<file path="config.mk">
export PLATFORM = sky130hd
export DESIGN_NAME = irq_qualifier
export DESIGN_NICKNAME = d
export VERILOG_FILES = /design/src/rtl/irq_qual_pkg.sv /design/src/rtl/irq_prio_arbiter.sv /design/src/rtl/irq_nmi_latch.sv /design/src/rtl/irq_qualifier.sv
export SDC_FILE = /design/constraint.sdc
export NUM_CORES = 1
export LEC_CHECK = 0
export BUFFER_PORTS_ARGS = -buffer_cell sky130_fd_sc_hd__buf_2
export CAP_MARGIN = 25
export CORE_AREA = 5 5 42 44
export DETAILED_ROUTE_END_ITERATION = 16
export DIE_AREA = 0 0 47 49
export GPL_ROUTABILITY_DRIVEN = 1
export HOLD_SLACK_MARGIN = 0.03
export SLEW_MARGIN = 40
export SYNTH_ARGS = -nofsm -noshare
export SYNTH_HDL_FRONTEND = slang
export SYNTH_SLANG_ARGS = --single-unit
export TNS_END_PERCENT = 30
</file>
<file path="constraint.sdc">
create_clock -name clk -period 1.9 [get_ports clk]
set_input_delay 0.38 -clock clk [delete_from_list [all_inputs] [get_ports clk]]
set_output_delay 0.38 -clock clk [all_outputs]
set_load 0.01 [all_outputs]
</file>
<file path="src/rtl/irq_qual_pkg.sv">
package irq_qual_pkg;

    typedef enum logic [1:0] {
        SRC_NONE = 2'd0,
        SRC_LINE = 2'd1,
        SRC_NMI  = 2'd2
    } grant_src_e;

    // Identifier width: line indices 0..n-1 plus one code for the NMI source.
    function automatic int unsigned code_width(input int unsigned n);
        return $clog2(n + 1);
    endfunction

endpackage

</file>
<file path="src/rtl/irq_prio_arbiter.sv">
module irq_prio_arbiter #(
    parameter int unsigned NUM_LINES = 8,
    parameter int unsigned PRIO_W    = 3,
    parameter int unsigned ID_W      = 4,
    parameter logic [NUM_LINES*PRIO_W-1:0] LINE_PRIO = '0
) (
    input  logic [NUM_LINES-1:0] req,
    input  logic [PRIO_W-1:0]    cur_prio,
    output logic                 found,
    output logic [ID_W-1:0]      win_idx
);
    logic [PRIO_W-1:0]    prio_tbl [NUM_LINES];
    logic [NUM_LINES-1:0] elig;

    for (genvar g = 0; g < NUM_LINES; g++) begin : g_line
        assign prio_tbl[g] = LINE_PRIO[g*PRIO_W +: PRIO_W];
        assign elig[g]     = req[g] && (prio_tbl[g] > cur_prio);
    end

    // Scan from the top index down; ">=" lets a lower index displace an equal one.
    logic [PRIO_W-1:0] best;
    always_comb begin
        found   = 1'b0;
        best    = '0;
        win_idx = '0;
        for (int i = NUM_LINES - 1; i >= 0; i--) begin
            if (elig[i] && (!found || prio_tbl[i] >= best)) begin
                found   = 1'b1;
                best    = prio_tbl[i];
                win_idx = ID_W'(i);
            end
        end
    end

endmodule

</file>
<file path="src/rtl/irq_nmi_latch.sv">
module irq_nmi_latch (
    input  logic clk,
    input  logic rst,
    input  logic nmi_req,
    input  logic nmi_ack,
    output logic pending
);
    logic req_q;
    logic rise;

    assign rise = nmi_req && !req_q;

    always_ff @(posedge clk) begin
        if (rst) begin
            req_q   <= 1'b0;
            pending <= 1'b0;
        end else begin
            req_q <= nmi_req;
            if (rise)
                pending <= 1'b1;
            else if (nmi_ack)
                pending <= 1'b0;
        end
    end

    p_edge_sets_r7: assert property (@(posedge clk) disable iff (rst)
        (nmi_req && !req_q) |=> pending);

    p_ack_clears_r7: assert property (@(posedge clk) disable iff (rst)
        (nmi_ack && !(nmi_req && !req_q)) |=> !pending);

    p_no_retrigger_r11: assert property (@(posedge clk) disable iff (rst)
        (!pending && !(nmi_req && !req_q)) |=> !pending);

endmodule

</file>
<file path="src/rtl/irq_qualifier.sv">
module irq_qualifier
    import irq_qual_pkg::*;
#(
    parameter int unsigned NUM_LINES = 8,
    parameter int unsigned PRIO_W    = 3,
    parameter logic [NUM_LINES*PRIO_W-1:0] LINE_PRIO = 24'h97AAD9,
    localparam int unsigned ID_W     = code_width(NUM_LINES)
) (
    input  logic                 clk,
    input  logic                 rst,
    input  logic [NUM_LINES-1:0] irq_req,
    input  logic [PRIO_W-1:0]    cur_prio,
    input  logic                 irq_mask,
    input  logic                 nmi_req,
    input  logic                 nmi_mask,
    input  logic                 nmi_ack,
    output logic                 take_irq,
    output logic [ID_W-1:0]      take_id
);
    localparam logic [ID_W-1:0] NMI_CODE = ID_W'(NUM_LINES);

    logic            line_found;
    logic [ID_W-1:0] line_idx;
    logic            nmi_pending;
    grant_src_e      src;

    irq_prio_arbiter #(
        .NUM_LINES (NUM_LINES),
        .PRIO_W    (PRIO_W),
        .ID_W      (ID_W),
        .LINE_PRIO (LINE_PRIO)
    ) u_arb (
        .req      (irq_req),
        .cur_prio (cur_prio),
        .found    (line_found),
        .win_idx  (line_idx)
    );

    irq_nmi_latch u_nmi (
        .clk     (clk),
        .rst     (rst),
        .nmi_req (nmi_req),
        .nmi_ack (nmi_ack),
        .pending (nmi_pending)
    );

    always_comb begin
        if (nmi_pending && !nmi_mask)
            src = SRC_NMI;
        else if (line_found && !irq_mask)
            src = SRC_LINE;
        else
            src = SRC_NONE;
    end

    always_ff @(posedge clk) begin
        if (rst) begin
            take_irq <= 1'b0;
            take_id  <= '0;
        end else begin
            unique case (src)
                SRC_NMI: begin
                    take_irq <= 1'b1;
                    take_id  <= NMI_CODE;
                end
                SRC_LINE: begin
                    take_irq <= 1'b1;
                    take_id  <= line_idx;
                end
                default: begin
                    take_irq <= 1'b0;
                    take_id  <= '0;
                end
            endcase
        end
    end

    p_idle_code_r10: assert property (@(posedge clk) disable iff (rst)
        !take_irq |-> (take_id == '0));

    p_both_masked_r3: assert property (@(posedge clk) disable iff (rst)
        (irq_mask && nmi_mask) |=> !take_irq);

    p_line_unmasked_r3: assert property (@(posedge clk) disable iff (rst)
        (take_irq && take_id != NMI_CODE) |-> !$past(irq_mask));

    p_nmi_unmasked_r8: assert property (@(posedge clk) disable iff (rst)
        (take_irq && take_id == NMI_CODE) |-> !$past(nmi_mask));

endmodule

</file>
==> results of run 1 <==
Yosys cell counts:
cell type	n
nor2b_1	2
buf_4	1
a21oi_1	2
a21o_1	1
dfxtp_1	7
or3_1	1
and3_1	1
nor4b_4	1
o31a_1	1
a21oi_2	2
nor3_1	1
nor2_1	7
nor3b_1	2
inv_2	1
and2_1	1
a2bb2oi_1	1
a22oi_1	1
inv_1	2
a21boi_2	1
a221oi_2	1
a211oi_1	1
o21ai_1	1
o21ai_0	1
maj3_2	1
nand2b_1	4
o32ai_2	1
a31oi_1	2
nor4_2	2
power by group through the flow:
stage | clock network, W | registers, W | logic (W)
after global placement | 0 | 0.000160 | 0.0000921
after CTS | 0.000140 | 0.000157 | 0.0000930
after floorplan | 0 | 0.000163 | 0.0000518
final | 0.000133 | 0.000157 | 0.0000935
after detailed placement | 0 | 0.000160 | 0.0000927
after global routing | 0.000147 | 0.000158 | 0.000103
per-layer routing:
layer	vias up	track usage	part of all wire
li1	235	-	-
met1	205	0.1322	0.40
met2	18	0.1448	0.52
met3	0	0.02214	0.074
met4	0	0.08295	0
met5	-	0	0
state kept, by name, indices dropped and copies added (netlist names):
register and count:
take_id 4, take_irq 1, u_nmi.pending 1, u_nmi.req_q 1
cell families after synthesis:
| logic type | after synthesis | synth area share |
|---|---|---|
| and+or+nand+nor | 22 | 0.3333 |
| AOI/OAI and AO/OA | 16 | 0.2920 |
| DFF | 7 | 0.3085 |
| buffers and inverters | 4 | 0.04133 |
| adders and majority gates | 1 | 0.02479 |
worst max-delay path, cell delays in order:
cell and delay (ps):
buf_2 130, nor3_1 210, o32ai_2 150, nor4b_4 380, a221oi_2 110
metrics by stage:
stage / cells / instance area, um^2 / total power (W) / utilization / hold WS [ps]
2_1_floorplan: 50 / 454.2 / 0.0002150 / - / 446.2
3_3_place_gp: 86 / 571.8 / 0.0002522 / 0.4080 / 471.8
3_5_place_dp: 86 / 571.8 / 0.0002531 / 0.4080 / 481.1
4_1_cts: 90 / 598.1 / 0.0003902 / 0.4268 / 319.6
5_1_grt: 90 / 598.1 / 0.0004074 / 0.4268 / 337.3
6_report: 90 / 598.1 / 0.0003839 / 0.4268 / 333.8
area by class of cell:
cell class              count  area (um^2)  share of cell area
well taps                  16        20.02             0.03347
repair buffers             21        105.1              0.1757
multi-input cells          39        295.3              0.4937
flip-flops and latches      7        140.1              0.2343
inverters                   3        11.26             0.01883
clock buffers               4        26.28             0.04393
worst max path at each step:
stage                from                  end  slack, ps  cells past startpoint
3_3_place_gp   irq_req[6]  take_irq$_SDFF_PP0_        450                      5
5_1_grt        irq_req[6]  take_irq$_SDFF_PP0_        560                      5
2_1_floorplan  irq_req[7]  take_irq$_SDFF_PP0_        630                      4
6_report       irq_req[6]  take_irq$_SDFF_PP0_        660                      5
3_5_place_dp   irq_req[6]  take_irq$_SDFF_PP0_        420                      5
4_1_cts        irq_req[6]  take_irq$_SDFF_PP0_        680                      5
==> run metrics, run 1 <==
Leakage 0.2701 nW; most common cell after layout, fill and taps aside buf_2; Layout fillers 151; drt via density 5.089; slack of the critical path 659.1 ps; WP data arrival around 1400 ps; share of layout cells above drive strength 1 0.4595; Crit. End Element flip-flop; DR iter-0 viols 8; Setup Skew 1.578 ps; Mapped Cells 50; Yosys cell types 28; reg2reg end take_id[2]$_SDFF_PP0_; Synth area leaders dfxtp_1 (31%), nor2_1 (5.8%), nand2b_1 (5.5%); Synth Register Bits 7; die width 47 um; worst hold endpoint take_irq$_SDFF_PP0_; RSZ-0062 raised after global routing false; sequential cell fraction of total power 0.410; synthesized cell area 454.2 um^2; Worst-Skew Late Latency 250 ps; Detailed Routing Iterations Pass 1 4; Final ANT Viol Nets 0; Port Buffer Count 21; dpl ws 416.7 ps; outcome complete, no violations; post-synth top area share 0.3085; Crit path required time approximately 2000 ps; hold path cells 2; switching share of power 0.2747; CP max FO 6; CTS Hold Bufs 0; DIE AREA approximately 2300 um^2; clock group share of total power 0.347; TritonCTS clock tree yes; minimum setup slack among reg-to-reg paths 720 ps; most frequent cells in the layout buf_2 (21), nor2_1 (7), dfxtp_1 (7); cts repair resizes 0; largest net degree at the start of global routing 9; final period utilization 0.6531; Cell Rows 14; Slew Viols, Final 0; setup total negative slack 0 ps; Synth area leader dfxtp_1; Total GRT Usage 0.1043; I/O pin count 22; reg-to-reg critical path startpoint u_nmi.pending$_SDFFE_PP0P_; worst r2r path cells 3; Hold Fails Final Rpt 0; Slew headroom 0.7470; Gate power share 0.244; Clock Tree Buf Depth 2; fin crit period 1241 ps; Pint 0.0002785 W; Syn Area/Cell 9.084 um^2; Final nets 92; Die Ht just under 50 um; first-pass GRT wire length approximately 1700 um; H-tree depth 1; sw power 0.0001055 W; critical hold path startpoint irq_mask; DRC violations left 0; CTS root buf clkbuf_4; hold crit path type in -> reg; area grow syn2layout 31.68%; TritonCTS Buffers 3; Max Cap Viol 0; initial antenna violation count 0; Final HPWL DP 868.5 um; worst setup path category in -> reg; diode count 0; number of synthesis warnings 0; fmax 0.8059 GHz; pwr dens between 600 and 700 nW/um^2; worst vdd ir 0.0001399 V; register area share after synthesis 0.3085; Initial Util 0.3241; core footprint 1401 um^2; worst slew pin tran 377.8 ps; routed vias 458; clk slew on worst S/H paths roughly 50 ps; clk sinks 7; startpoint types input pin; DR WL/cell 11.79 um; postcts setup bufs 0; total global routing overflow 0; Setup-failing EPs final 0; WL final 1061 um; syn nets 67; number of global-route vias before repair 413; GPL Wtd Cong 0.9050
No activity file was read; power rests on OpenSTA's default activity.
==> run 2, diff against run 1 <==
==> constraint.sdc (replaced) <==
create_clock -name clk -period 1.1 [get_ports clk]
set_input_delay 0.22 -clock clk [delete_from_list [all_inputs] [get_ports clk]]
set_output_delay 0.22 -clock clk [all_outputs]
set_load 0.01 [all_outputs]
==> run 2 against run 1 <==
Effect of this change:
- the run now ends with setup timing left
- flip-flop and latch count stayed put
- global-route usage up 0.61 points
- non-clock buffer count increased by 10
- cell count is 11% higher
- design area grew 16%
- routed wire length increased by 11%
- critical path type is now reg -> reg
- clock power increased by 76%
- worst setup slack got worse by 690 ps
- clock-buffer cell count unchanged
==> run metrics, run 2 (synthesized netlist as in run 1, its figures left out) <==
outcome complete, but fails checks; violated checks setup timing; WL final 1182 um (+11%); final period utilization 1.032; largest net degree at the start of global routing 9 (unchanged); GPL Wtd Cong 0.8004 (-12%); worst setup path category reg -> reg; Layout fillers 153 (+1.3%); Crit. End Element flip-flop; RSZ-0062 raised after global routing true; Slew Viols, Final 0 (unchanged); initial antenna violation count 0 (unchanged); CP max FO 3 (-3); clk sinks 7 (unchanged); Worst-Skew Late Latency 250 ps (about the same); CTS root buf clkbuf_4; Cell Rows 14 (unchanged); Final nets 102 (+11%); worst slew pin tran 407.4 ps (+29.53 ps); number of global-route vias before repair 463 (+12%); H-tree depth 1 (unchanged); DR iter-0 viols 2 (-6); share of layout cells above drive strength 1 0.5476 (+0.08816); Max Cap Viol 0 (unchanged); fin crit period 1135 ps; Total GRT Usage 0.1104 (+0.006109); max reg flops 4 (unchanged); clk slew on worst S/H paths 50 ps (about the same); drt via density 4.940 (-2.9%); DIE AREA 2303 um^2 (unchanged); routed vias 494 (+7.9%); most common cell after layout, fill and taps aside buf_2; dpl ws -203.7 ps (-620.4 ps); worst vdd ir 0.0003272 V (+130%); CTS Hold Bufs 0 (unchanged); Non-Filler Instances 100 (+11%); Die Ht 49 um (unchanged); Port Buffer Count 21 (unchanged); WP data arrival 1300 ps (-60 ps); Final HPWL DP 987.7 um (+14%); slack of the critical path -34.68 ps (-693.8 ps); Hold Fails Final Rpt 0 (unchanged); TritonCTS Buffers 3 (unchanged); startpoint types flip-flop; fmax 0.8813 GHz; Setup-failing EPs final 2 (+2); first-pass GRT wire length 1814 um (+7.3%); Slew headroom 0.7273 (-0.01977); DR WL/cell 11.82 um (+0.26%); diode count 0 (unchanged); hold crit path type in -> reg; Detailed Routing Iterations Pass 1 2 (-2); Largest Register take_id; most frequent cells in the layout buf_2 (21), buf_4 (10), nor2_1 (7), dfxtp_1 (7), nand2b_1 (4); Setup Skew 3.630 ps (+2.052 ps); Leakage 0.3222 nW (+19%); pwr dens 1014 nW/um^2 (+58%); TritonCTS clock tree yes; DRC violations left 0 (unchanged); I/O pin count 22 (unchanged); area grow syn2layout 52.34%; Initial Util 0.3241 (unchanged); core footprint 1401 um^2 (unchanged); Crit path required time 1260 ps (-760 ps); Clock Tree Buf Depth 2 (unchanged); placed cell count 96 (+12%); Final ANT Viol Nets 0 (unchanged); die width 47 um (unchanged); total global routing overflow 0 (unchanged)
[run 2: cell types whose count changed in the layout (fill, tap and decap cells not counted)]
cell,previous run,this run
buf_4,0,10
nor3_1,1,0
nor3_2,0,1
nor4_2,2,1
nor4_4,0,1
or3_1,1,0
or3_4,0,1
[run 2: worst max-delay path, stage by stage (launching register included)]
cell and delay [ps]:
dfxtp_1 300, nor2b_1 140, or3_4 360, nor4_4 240
[run 2: path summary, 6_finish.rpt]
kind | startpoint | slack (ps) | end | cells past startpoint
setup reg to reg | u_nmi.pending$_SDFFE_PP0P_ | -30 | take_id[2]$_SDFF_PP0_ | 3
setup / recovery | u_nmi.pending$_SDFFE_PP0P_ | -30 | take_id[2]$_SDFF_PP0_ | 3
hold reg to reg | u_nmi.req_q$_SDFF_PP0_ | 490 | u_nmi.pending$_SDFFE_PP0P_ | 2
hold / removal | nmi_req | 200 | u_nmi.req_q$_SDFF_PP0_ | 2
[run 2: layout make-up]
cell class | count | area (um^2) | area share
multi-input cells | 39 | 314.1 | 0.4539
repair buffers | 31 | 180.2 | 0.2604
flip-flops and latches | 7 | 140.1 | 0.2025
clock buffers | 4 | 26.28 | 0.03797
well taps | 16 | 20.02 | 0.02893
inverters | 3 | 11.26 | 0.01627
[run 2: repair_timing]
action	4_1_cts	5_1_grt
endpoints found under the setup margin	3	3
hold endpoints to repair	0	0
gates resized for setup	1	1
setup buffers	0	0
[run 2: per-layer routing]
layer  track usage  wire (um)  up-vias
met4       0.09677         42        0
met1        0.1269        454      217
met2        0.1652        566       20
met5             0          0        -
met3       0.01845        120        4
li1              -          -      253
[run 2: report_power, final]
group          switching (W)  leakage [nW]  total [W]  internal (W)
logic              0.0000960         0.250   0.000198      0.000101
clock network      0.0000952        0.0150   0.000234      0.000138
registers         0.00000290        0.0576   0.000271      0.000268
total               0.000194         0.322   0.000702      0.000508
[run 2: metrics by stage]
stage / setup TNS (ps) / total power, W / instance area (um^2) / hold slack [ps] / utilization
6_report: -41.48 / 0.0007017 / 691.9 / 196.0 / 0.4938
5_1_grt: -142.2 / 0.0007510 / 691.9 / 208.9 / 0.4938
4_1_cts: -29.52 / 0.0007099 / 683.2 / 189.2 / 0.4875
3_5_place_dp: -802.8 / 0.0004671 / 651.9 / 453.2 / 0.4652
3_3_place_gp: -678.8 / 0.0004647 / 651.9 / 454.1 / 0.4652
2_1_floorplan: 0 / 0.0003722 / 459.2 / 286.2 / -
